==> src/rtl/segwp_pkg.sv <==
// Shared definitions for the segmented write-protection checker.
// Assumes address-space codes are 8 bits wide and that enable bit i
// of a segment belongs to SPACE_CODE[i].
package segwp_pkg;

    // Access size codes presented on the check port
    typedef enum logic [1:0] {
        SZ_BYTE  = 2'd0,
        SZ_HALF  = 2'd1,
        SZ_WORD  = 2'd2,
        SZ_DWORD = 2'd3
    } acc_size_e;

    localparam int SPACE_W = 8;
    localparam int NUM_SPACES = 2;

    // Space code guarded by each enable bit (index = enable bit)
    localparam logic [SPACE_W-1:0] SPACE_CODE [NUM_SPACES] = '{8'h0A, 8'h0B};

endpackage

==> src/rtl/segwp_regs.sv <==
// Segment register bank.
// Holds lower bound, upper bound and enable field for each segment,
// serves read-back, and flags writes that set bits outside legal fields.
// Assumes cfg_sel[0] chooses upper (1) or lower (0) bound and the
// remaining selector bits choose the segment.
module segwp_regs #(
    parameter int NUM_SEG = 2,
    parameter int ADDR_W  = 23,
    parameter int EN_W    = 2,
    parameter int DATA_W  = 32,
    localparam int SEL_W  = $clog2(NUM_SEG) + 1
) (
    input  logic                            clk,
    input  logic                            rst_n,
    input  logic                            wr,
    input  logic [SEL_W-1:0]                sel,
    input  logic [DATA_W-1:0]               wdata,
    output logic [DATA_W-1:0]               rdata,
    output logic                            perr,
    output logic [NUM_SEG-1:0][ADDR_W-1:0]  seg_lo,
    output logic [NUM_SEG-1:0][ADDR_W-1:0]  seg_hi,
    output logic [NUM_SEG-1:0][EN_W-1:0]    seg_en
);

    localparam int IDX_W = SEL_W - 1;

    logic              is_hi;
    logic [IDX_W-1:0]  idx;

    assign is_hi = sel[0];
    assign idx   = sel[SEL_W-1:1];

    // Storage for each segment, written when the selector addresses it
    for (genvar g = 0; g < NUM_SEG; g++) begin : g_seg
        always_ff @(posedge clk) begin
            if (!rst_n) begin
                seg_lo[g] <= '0;
                seg_hi[g] <= '0;
                seg_en[g] <= '0;
            end else if (wr && idx == IDX_W'(g)) begin
                if (is_hi) begin
                    seg_hi[g] <= wdata[ADDR_W-1:0];
                end else begin
                    seg_lo[g] <= wdata[ADDR_W-1:0];
                    seg_en[g] <= wdata[ADDR_W+EN_W-1:ADDR_W];
                end
            end
        end
    end

    // Read-back mux; unused selector codes return zero
    always_comb begin
        rdata = '0;
        for (int s = 0; s < NUM_SEG; s++) begin
            if (idx == IDX_W'(s)) begin
                if (is_hi) begin
                    rdata[ADDR_W-1:0] = seg_hi[s];
                end else begin
                    rdata[ADDR_W-1:0]             = seg_lo[s];
                    rdata[ADDR_W+EN_W-1:ADDR_W]   = seg_en[s];
                end
            end
        end
    end

    // Illegal-bit detection for the write in progress
    always_comb begin
        if (!wr)
            perr = 1'b0;
        else if (is_hi)
            perr = |wdata[DATA_W-1:ADDR_W];
        else
            perr = |wdata[DATA_W-1:ADDR_W+EN_W];
    end

endmodule

==> src/rtl/segwp_match.sv <==
// Single-segment range match.
// Picks the enable bit for the access space, then compares the word
// address against the bounds; the upper compare uses the address with
// bit 0 forced high for double-word accesses.
module segwp_match
    import segwp_pkg::*;
#(
    parameter int ADDR_W = 23,
    parameter int EN_W   = 2
) (
    input  logic [ADDR_W-1:0]  lo,
    input  logic [ADDR_W-1:0]  hi,
    input  logic [EN_W-1:0]    en,
    input  logic [ADDR_W-1:0]  waddr,
    input  logic               dword,
    input  logic [SPACE_W-1:0] space,
    output logic               hit
);

    logic              space_en;
    logic [ADDR_W-1:0] top_word;

    // Enable bit belonging to the presented address space
    always_comb begin
        space_en = 1'b0;
        for (int i = 0; i < EN_W && i < NUM_SPACES; i++) begin
            if (space == SPACE_CODE[i])
                space_en = space_en | en[i];
        end
    end

    assign top_word = waddr | ADDR_W'(dword);

    // Range test: inclusive lower, exclusive upper
    assign hit = space_en && (waddr >= lo) && (top_word < hi);

endmodule

==> src/rtl/segwp_policy.sv <==
// Fault policy.
// Combines segment hits with the mode input and the global activity
// condition, and gates the write-enable toward memory.
module segwp_policy #(
    parameter int NUM_SEG = 2,
    parameter int EN_W    = 2
) (
    input  logic                          valid,
    input  logic                          block_mode,
    input  logic [NUM_SEG-1:0]            hits,
    input  logic [NUM_SEG-1:0][EN_W-1:0]  seg_en,
    output logic                          fault,
    output logic                          we
);

    logic active;
    logic any_hit;

    assign active  = |seg_en;
    assign any_hit = |hits;

    // Block mode forbids hits; allow mode forbids misses
    always_comb begin
        if (!valid || !active)
            fault = 1'b0;
        else if (block_mode)
            fault = any_hit;
        else
            fault = !any_hit;
    end

    // Write reaches memory only when not faulted
    assign we = valid && !fault;

endmodule

==> src/rtl/segwp_unit.sv <==
// Segmented RAM write-protection unit (top).
// Register bank for the segments, one range matcher per segment and a
// policy stage. The check path is purely combinational so the fault and
// the suppressed write-enable line up with the presented write.
module segwp_unit
    import segwp_pkg::*;
#(
    parameter int NUM_SEG = 2,
    parameter int ADDR_W  = 23,
    parameter int EN_W    = 2,
    parameter int DATA_W  = 32,
    parameter int BYTE_W  = 23,
    localparam int SEL_W  = $clog2(NUM_SEG) + 1
) (
    input  logic               clk,
    input  logic               rst_n,
    input  logic               cfg_wr,
    input  logic [SEL_W-1:0]   cfg_sel,
    input  logic [DATA_W-1:0]  cfg_wdata,
    output logic [DATA_W-1:0]  cfg_rdata,
    output logic               cfg_err,
    input  logic               block_mode,
    input  logic               chk_valid,
    input  logic [DATA_W-1:0]  chk_addr,
    input  logic [SPACE_W-1:0] chk_space,
    input  logic [1:0]         chk_size,
    output logic               chk_fault,
    output logic               mem_we
);

    localparam int PAD_W = ADDR_W - (BYTE_W - 2);

    logic [NUM_SEG-1:0][ADDR_W-1:0] seg_lo;
    logic [NUM_SEG-1:0][ADDR_W-1:0] seg_hi;
    logic [NUM_SEG-1:0][EN_W-1:0]   seg_en;
    logic [NUM_SEG-1:0]             hits;
    logic [ADDR_W-1:0]              waddr;
    logic                           dword;

    // Word address from the masked byte address
    assign waddr = {{PAD_W{1'b0}}, chk_addr[BYTE_W-1:2]};
    assign dword = (chk_size == SZ_DWORD);

    segwp_regs #(
        .NUM_SEG (NUM_SEG),
        .ADDR_W  (ADDR_W),
        .EN_W    (EN_W),
        .DATA_W  (DATA_W)
    ) regs_i (
        .clk    (clk),
        .rst_n  (rst_n),
        .wr     (cfg_wr),
        .sel    (cfg_sel),
        .wdata  (cfg_wdata),
        .rdata  (cfg_rdata),
        .perr   (cfg_err),
        .seg_lo (seg_lo),
        .seg_hi (seg_hi),
        .seg_en (seg_en)
    );

    for (genvar g = 0; g < NUM_SEG; g++) begin : g_match
        segwp_match #(
            .ADDR_W (ADDR_W),
            .EN_W   (EN_W)
        ) match_i (
            .lo    (seg_lo[g]),
            .hi    (seg_hi[g]),
            .en    (seg_en[g]),
            .waddr (waddr),
            .dword (dword),
            .space (chk_space),
            .hit   (hits[g])
        );
    end

    segwp_policy #(
        .NUM_SEG (NUM_SEG),
        .EN_W    (EN_W)
    ) policy_i (
        .valid      (chk_valid),
        .block_mode (block_mode),
        .hits       (hits),
        .seg_en     (seg_en),
        .fault      (chk_fault),
        .we         (mem_we)
    );

endmodule

==> config.mk <==
export PLATFORM = sky130hd
export DESIGN_NAME = segwp_unit
export DESIGN_NICKNAME = d
export VERILOG_FILES = /design/src/rtl/segwp_pkg.sv /design/src/rtl/segwp_regs.sv /design/src/rtl/segwp_match.sv /design/src/rtl/segwp_policy.sv /design/src/rtl/segwp_unit.sv
export SDC_FILE = /design/constraint.sdc
export NUM_CORES = 1
export LEC_CHECK = 0
export BUFFER_PORTS_ARGS = -buffer_cell sky130_fd_sc_hd__buf_2
export CAP_MARGIN = 5
export CORE_MARGIN = 1
export CORE_UTILIZATION = 57
export DETAILED_ROUTE_END_ITERATION = 7
export GPL_TIMING_DRIVEN = 0
export PLACE_DENSITY = 0.85
export SYNTH_ARGS = -nofsm -noshare
export SYNTH_HDL_FRONTEND = slang
export SYNTH_SLANG_ARGS = --single-unit
export TNS_END_PERCENT = 10
==> constraint.sdc <==
create_clock -name clk -period 5.35 [get_ports clk]
set_clock_uncertainty 0.1 [all_clocks]
set_input_delay 1.605 -clock clk [delete_from_list [all_inputs] [get_ports clk]]
set_output_delay 1.605 -clock clk [all_outputs]
set_load 0.03 [all_outputs]
# [Word level (Yosys, flattened, before mapping)]
# Index checks and enable logic that the tools add are counted.
[totals] register_bits=96 in_bits=81 output_inout_bits=35 elab_cells=52
[classes] magnitude_cmp=4 n_eq_ne=3 muxes=14 bitwise_logic=5 reduce_logical=20
[op_table] op="$mux 25" n=2
[op_table] op="$ge 21x23->1" n=2
[op_table] op="$lt 23x23->1" n=2
[op_table] op="$mux 23" n=2
[op_table] op="$or 21x1->21" n=1
[op_table] op="$eq 8x4->1 const B" n=2
[op_table] op="$reduce_or 9->1" n=1
[op_table] op="$mux 1" n=8
[op_table] op="$reduce_and 2->1" n=4
[op_table] op="$logic_and 1x1->1" n=7
[op_table] op="$reduce_or 7->1" n=1
[op_table] op="$logic_not 1->1" n=4
[op_table] op="$mux 2" n=2
[op_table] op="$reduce_or 4->1" n=1
[op_table] op="$eq 2x2->1 const B" n=1
[op_table] op="$not 1->1" n=2
[op_table] op="$or 1x1->1" n=2
[op_table] op="$reduce_or 2->1" n=1
[op_table] op="$logic_or 1x1->1" n=1

# [Longest topological paths before layout]
[depth] depth_word=12 mapped_depth=9 ltp_nobuf=9

# [Hierarchy]
# From an unflattened synthesis, not the netlist that was laid out.
[hier_totals] cells_unflattened=800 area_unflattened_um2=6720.2
[modules_own_cells] mod="segwp_regs" n_inst=1 cells_per_inst=469 area_each_um2=4345.4 seq_area_each_um2=1921.8
[modules_own_cells] mod="segwp_match (g_match[1].match_i)" n_inst=1 cells_per_inst=164 area_each_um2=1161.1 seq_area_each_um2=0.0
[modules_own_cells] mod="segwp_match (g_match[0].match_i)" n_inst=1 cells_per_inst=160 area_each_um2=1141.1 seq_area_each_um2=0.0
[modules_own_cells] mod="segwp_policy" n_inst=1 cells_per_inst=5 area_each_um2=62.6 seq_area_each_um2=0.0
[modules_own_cells] mod="segwp_unit" n_inst=1 cells_per_inst=2 area_each_um2=10.0 seq_area_each_um2=0.0

# [Least setup slack after synthesis]
# Ideal clock, no wire load.
[synth_path] path_type="input -> output" startpoint="input port chk_addr[6]" endpoint="output port chk_fault" arrival_time_ns=3.422 required_ns=3.645 path_slack_ns=0.223 stages=7 n_path_buf=0 path_cell_list="ha_1 -> a2111o_1 -> a31oi_1 -> a2bb2oi_1 -> a21oi_2 -> a22oi_1 -> mux2i_1"
[synth_between] elab_chain_cells=7 elab_cells_between_ends=13 classes_between="order compare: 4; mux: 2; bitwise: 1; reduce/logical: 6"
[synth_rtl] element="from (decl)" line_no="segwp_unit.sv:24" text="input logic [DATA_W-1:0] chk_addr,"
[synth_rtl] element="$or 21x1->21 / $ge 21x23->1 (equally long branches)" line_no="segwp_match.sv:32, segwp_match.sv:35"
[synth_rtl] element="$lt 23x23->1 / $logic_and 1x1->1 (equally long branches)" line_no="segwp_match.sv:35" text="assign hit = space_en && (waddr >= lo) && (top_word < hi);"
[synth_rtl] element="$logic_and 1x1->1" line_no="segwp_match.sv:35"
[synth_rtl] element="$reduce_or 2->1 *" line_no="segwp_policy.sv:20" text="assign any_hit = |hits;"
[synth_rtl] element="$logic_not 1->1" line_no="segwp_policy.sv:29" text="fault = !any_hit;"
[synth_rtl] element="$mux 1 *" line_no="segwp_policy.sv:26" text="else if (block_mode)"
[synth_rtl] element="$mux 1 *" line_no="segwp_policy.sv:24" text="if (!valid || !active)"
[synth_rtl] element="to (decl)" line_no="segwp_unit.sv:27" text="output logic chk_fault,"
# Every way passes the cells marked *; elsewhere a longest branch is shown, timed or not.

# [Worst setup path in the final report]
[layout_path] startpoint="input port chk_addr[4]" endpoint="output port mem_we"
[layout_between] elab_chain_cells=9 elab_cells_between_ends=15 classes_between="order compare: 4; mux: 2; bitwise: 1; reduce/logical: 8"
[layout_rtl] element="$or 21x1->21 / $ge 21x23->1 (equally long branches)" line_no="segwp_match.sv:32, segwp_match.sv:35"
[layout_rtl] element="$lt 23x23->1 / $logic_and 1x1->1 (equally long branches)" line_no="segwp_match.sv:35"
[layout_rtl] element="$logic_and 1x1->1" line_no="segwp_match.sv:35"
[layout_rtl] element="$reduce_or 2->1 *" line_no="segwp_policy.sv:20"
[layout_rtl] element="$logic_not 1->1" line_no="segwp_policy.sv:29"
[layout_rtl] element="$mux 1 *" line_no="segwp_policy.sv:26"
[layout_rtl] element="$mux 1 *" line_no="segwp_policy.sv:24"
[layout_rtl] element="$logic_not 1->1 *" line_no="segwp_policy.sv:33" text="assign we = valid && !fault;"
[layout_rtl] element="$logic_and 1x1->1 *" line_no="segwp_policy.sv:33"
[layout_rtl] element="to (decl)" line_no="segwp_unit.sv:28" text="output logic mem_we"
# Marks and branches as above.

==> results.yml <==
status:
  run_status: "completed"
power:
  internal_power_mw: 1.15
  cellPowerDensity_nw_per_um2: 219
  combinational_cell_fraction_of_total_power: 0.209
  netSwitchingPower_uw: 503
  power.share.switching: 0.305
  p_clk_frac: 0.332
  ir_drop_uv: 152
  seqPwrFrac: 0.459
  p_leak_nw: 2.93
worst_setup_path:
  timing_worst_setup_path_type: "input pin to output pin"
  critPathRequiredTime_ns: 3.65
  cp-end-kind: "output pin"
  timing.critical_path.arrival_ns: 3.64
  worstPathMaxFanout: 4
  worst_setup_sp_type: "input pin"
route:
  route.vias.total: 5985
  drt_first_pass_iters: 5
  routed_wire_length_per_instance_um: 17.5
  drtAntennaViolNets: 0
  initialDrtViolationCount: 392
  routed_wirelength_mm: 18.1
  via_per_inst: 5.78
  drc: 0
sta:
  totalNegativeSetupSlack_ns: 0
  final_period_minus_worst_setup_slack_ns: 5.34
  setup_viol: 0
  whs_ns: 0.370
  final.period_utilization: 0.998
  worst-slew-pin-transition_ns: 0.978
  slew_viol_final: 0
  unrepaired_setup_endpoints_after_global_routing: "yes"
  max-slew-margin-rel: 0.343
  report.final.hold_viol_count: 0
  timing.final.ws_setup_ns: 0.00844
  max_clock_freq_ghz: 0.187
grt:
  grt_first_pass_wirelength_mm: 27.7
  grt_pass1_vias: 5472
  grt_util_all_layers: 0.317
  grt_start_max_net_pins: 18
  grt_overflow: 0
  antenna_found_initial: 0
run:
  cap_viol_max_count: 0
cts:
  clk_latency_ns: 0.37
  cts_hold_repair.buffers: 0
  h_tree_level_count: 3
  tritoncts.num_buffers: 9
  cts_buffer_depth: 2
  tritoncts: "built"
  cts.reportedPaths.clkPinSlew_ns: 0.09
  number_of_clock_sinks: 96
  cts-root-buf: "sky130_fd_sc_hd__clkbuf_8"
final_layout:
  fin_area_um2: 7520
  layoutNonFillerInstCount: 1035
  finalNetCount: 1053
  multi_input_area_um2: 4150
  layout-drive-gt1-share: 0.197
  layout.filler_cells: 864
  area_delta_synth_final_pct: 17.9
  insertedDiodeCount: 0
  seqCellArea_um2: 1920
floorplanning:
  chipWidth_um: 108
  floorplan.initialDensity: 0.586
  dieHeight_um: 108
  placement_rows: 38
  floorplan.core_area_um2: 10900
  boundaryPins: 116
  floorplan.die_area_um2: 11600
place:
  place.detailed.hpwl_mm: 13.2
  gp_congestion: 0.929
  number_of_placed_instances_with_taps_included: 1016
  dp_slack_ns: -0.124
  dpl_cell_area_um2: 7060
  port-buffer-count: 95
yosys:
  synth-edff-count: 0
  synthesis.area_um2: 6380
  ys_dominant_reg_cell: "sky130_fd_sc_hd__dfxtp_1"
  flop_and_latch_count_out_of_synthesis: 96
  seq_area_frac_synth: 0.301
  synth.yosys.warnings: 0
  synthCells: 775
  async_flop_share: 0
  per_instance_average_area_after_synthesis_um2: 8.24
  yosys.cell_types.count: 54
min_path:
  hold_path_class: "flop to flop"
==> metal layers <==
| layer | GRT usage | share of wire | up-vias |
|---|---|---|---|
| li1 | - | - | 2862 |
| met1 | 0.424 | 0.42 | 2802 |
| met2 | 0.496 | 0.45 | 281 |
| met3 | 0.0787 | 0.10 | 40 |
| met4 | 0.109 | 0.024 | 0 |
| met5 | 0 | 0 | - |
==> sequential cells by signal, indices dropped and copies added, names as in the netlist <==
register,cells
regs_i.seg_hi,46
regs_i.seg_en,4
regs_i.seg_lo,46
==> worst max-delay path, cell delays in order <==
cell and delay (ns):
sky130_fd_sc_hd__buf_4 0.14, sky130_fd_sc_hd__ha_4 0.26, sky130_fd_sc_hd__nand2_1 0.06, sky130_fd_sc_hd__o21ai_2 0.17
sky130_fd_sc_hd__nand4_1 0.14, sky130_fd_sc_hd__a311o_1 0.35, sky130_fd_sc_hd__a211oi_4 0.37, sky130_fd_sc_hd__a221o_1 0.21
sky130_fd_sc_hd__and4_1 0.19, sky130_fd_sc_hd__buf_6 0.13
==> synth_stat cells (all sizes together), types with 2 or more instances <==
cell type  count  area (um2)
or2            2        12.5
buf           12        76.3
a31oi          5        31.3
nor4           4        37.5
and4           4        35.0
o211ai         2        15.0
nand3b         2        15.0
a21o           8        60.1
clkbuf        31         116
nand3          5        25.0
a21oi         30         154
a21boi        96         721
nor2b          3        18.8
and3           3        18.8
dfxtp         96        1920
ha            82        1030
a211oi         3        27.5
o2111ai        2        17.5
nand2        211         792
o21ai         17        85.1
mux4          23         518
inv           86         323
a2111oi        3        27.5
nand4          8        50.1
mux2i          5        50.1
nor3           6        30.0
nor2           9        36.3
==> layout by cell type (no fill, tap or decap), types with 2 or more instances in the layout <==
master                      instances
sky130_fd_sc_hd__a21boi_1          46
sky130_fd_sc_hd__o21ai_1            2
sky130_fd_sc_hd__and4_1             4
sky130_fd_sc_hd__nor2_1             7
sky130_fd_sc_hd__inv_6              4
sky130_fd_sc_hd__o2111ai_1          2
sky130_fd_sc_hd__nand3_1            5
sky130_fd_sc_hd__nand3b_1           2
sky130_fd_sc_hd__a2111oi_2          2
sky130_fd_sc_hd__dfxtp_1           96
sky130_fd_sc_hd__nand4_1            8
sky130_fd_sc_hd__bufinv_16          2
sky130_fd_sc_hd__a21o_1             8
sky130_fd_sc_hd__nor4_1             2
sky130_fd_sc_hd__clkbuf_1          31
sky130_fd_sc_hd__conb_1             7
sky130_fd_sc_hd__a211oi_1           2
sky130_fd_sc_hd__buf_6              4
sky130_fd_sc_hd__inv_1             85
sky130_fd_sc_hd__ha_1              73
sky130_fd_sc_hd__o21ai_0           11
sky130_fd_sc_hd__clkbuf_8           9
sky130_fd_sc_hd__mux2i_1            5
sky130_fd_sc_hd__mux4_2            23
sky130_fd_sc_hd__nand2_1          211
sky130_fd_sc_hd__nor3_1             6
sky130_fd_sc_hd__a21oi_1           29
sky130_fd_sc_hd__buf_4             12
sky130_fd_sc_hd__ha_4               9
sky130_fd_sc_hd__a31oi_1            5
sky130_fd_sc_hd__o211ai_1           2
sky130_fd_sc_hd__buf_2             92
sky130_fd_sc_hd__nor2_2             2
sky130_fd_sc_hd__nor2b_1            3
sky130_fd_sc_hd__and3_1             3
sky130_fd_sc_hd__o21ai_2            4
sky130_fd_sc_hd__a21boi_0          50
==> area by class of cell <==
cell class                      instances  share of cell area
Multi-Input combinational cell        556               0.552
Sequential cell                        96               0.255
Timing Repair Buffer                   98              0.0715
Inverter                               86              0.0429
Buffer                                 43              0.0256
Tap cell                              140              0.0233
Clock buffer                            9              0.0165
Clock inverter                          7              0.0133
==> worst paths after layout <==
kind | from | end | slack [ns] | cells after the start
worst max-delay path | chk_addr[4] | mem_we | 0.008 | 10
worst min-delay path | regs_i.seg_lo[13] | regs_i.seg_lo[13] | 0.37 | 2
worst max register to register | regs_i.seg_hi[21] | regs_i.seg_hi[21] | 4.54 | 2
worst min register to register | regs_i.seg_lo[13] | regs_i.seg_lo[13] | 0.37 | 2
==> through the flow <==
step	power (mW)	util
after CTS	1.63	0.671
after global placement	1.08	0.648
final	1.65	0.691
after detailed placement	1.09	0.648
after global routing	1.72	0.691
after floorplan	0.972	-
==> cell families (layout without fill, tap and decap cells) <==
kind of cell / after synthesis / count (layout) / share of synthesized area
other cells: 1 / 7 / 0.000587
compound gates: 175 / 175 / 0.191
simple gates: 264 / 264 / 0.177
fa+ha+maj: 82 / 82 / 0.161
buf+inv: 129 / 243 / 0.0808
mux: 28 / 28 / 0.0890
flops: 96 / 96 / 0.301
==> power by group through the flow <==
stage / clock network [mW] / registers (mW) / logic [mW]
6_report: 0.549 / 0.757 / 0.345
5_1_grt: 0.575 / 0.760 / 0.380
4_1_cts: 0.549 / 0.756 / 0.321
3_5_place_dp: 0 / 0.773 / 0.314
3_3_place_gp: 0 / 0.772 / 0.307
2_1_floorplan: 0 / 0.767 / 0.205
==> timing repair <==
action,4_1_cts,5_1_grt
resized for setup,7,38
pin swaps,3,17
hold endpoints to repair,0,0
setup buffers,0,3
setup endpoints to repair,2,2
(Power assumes the default switching activity.)
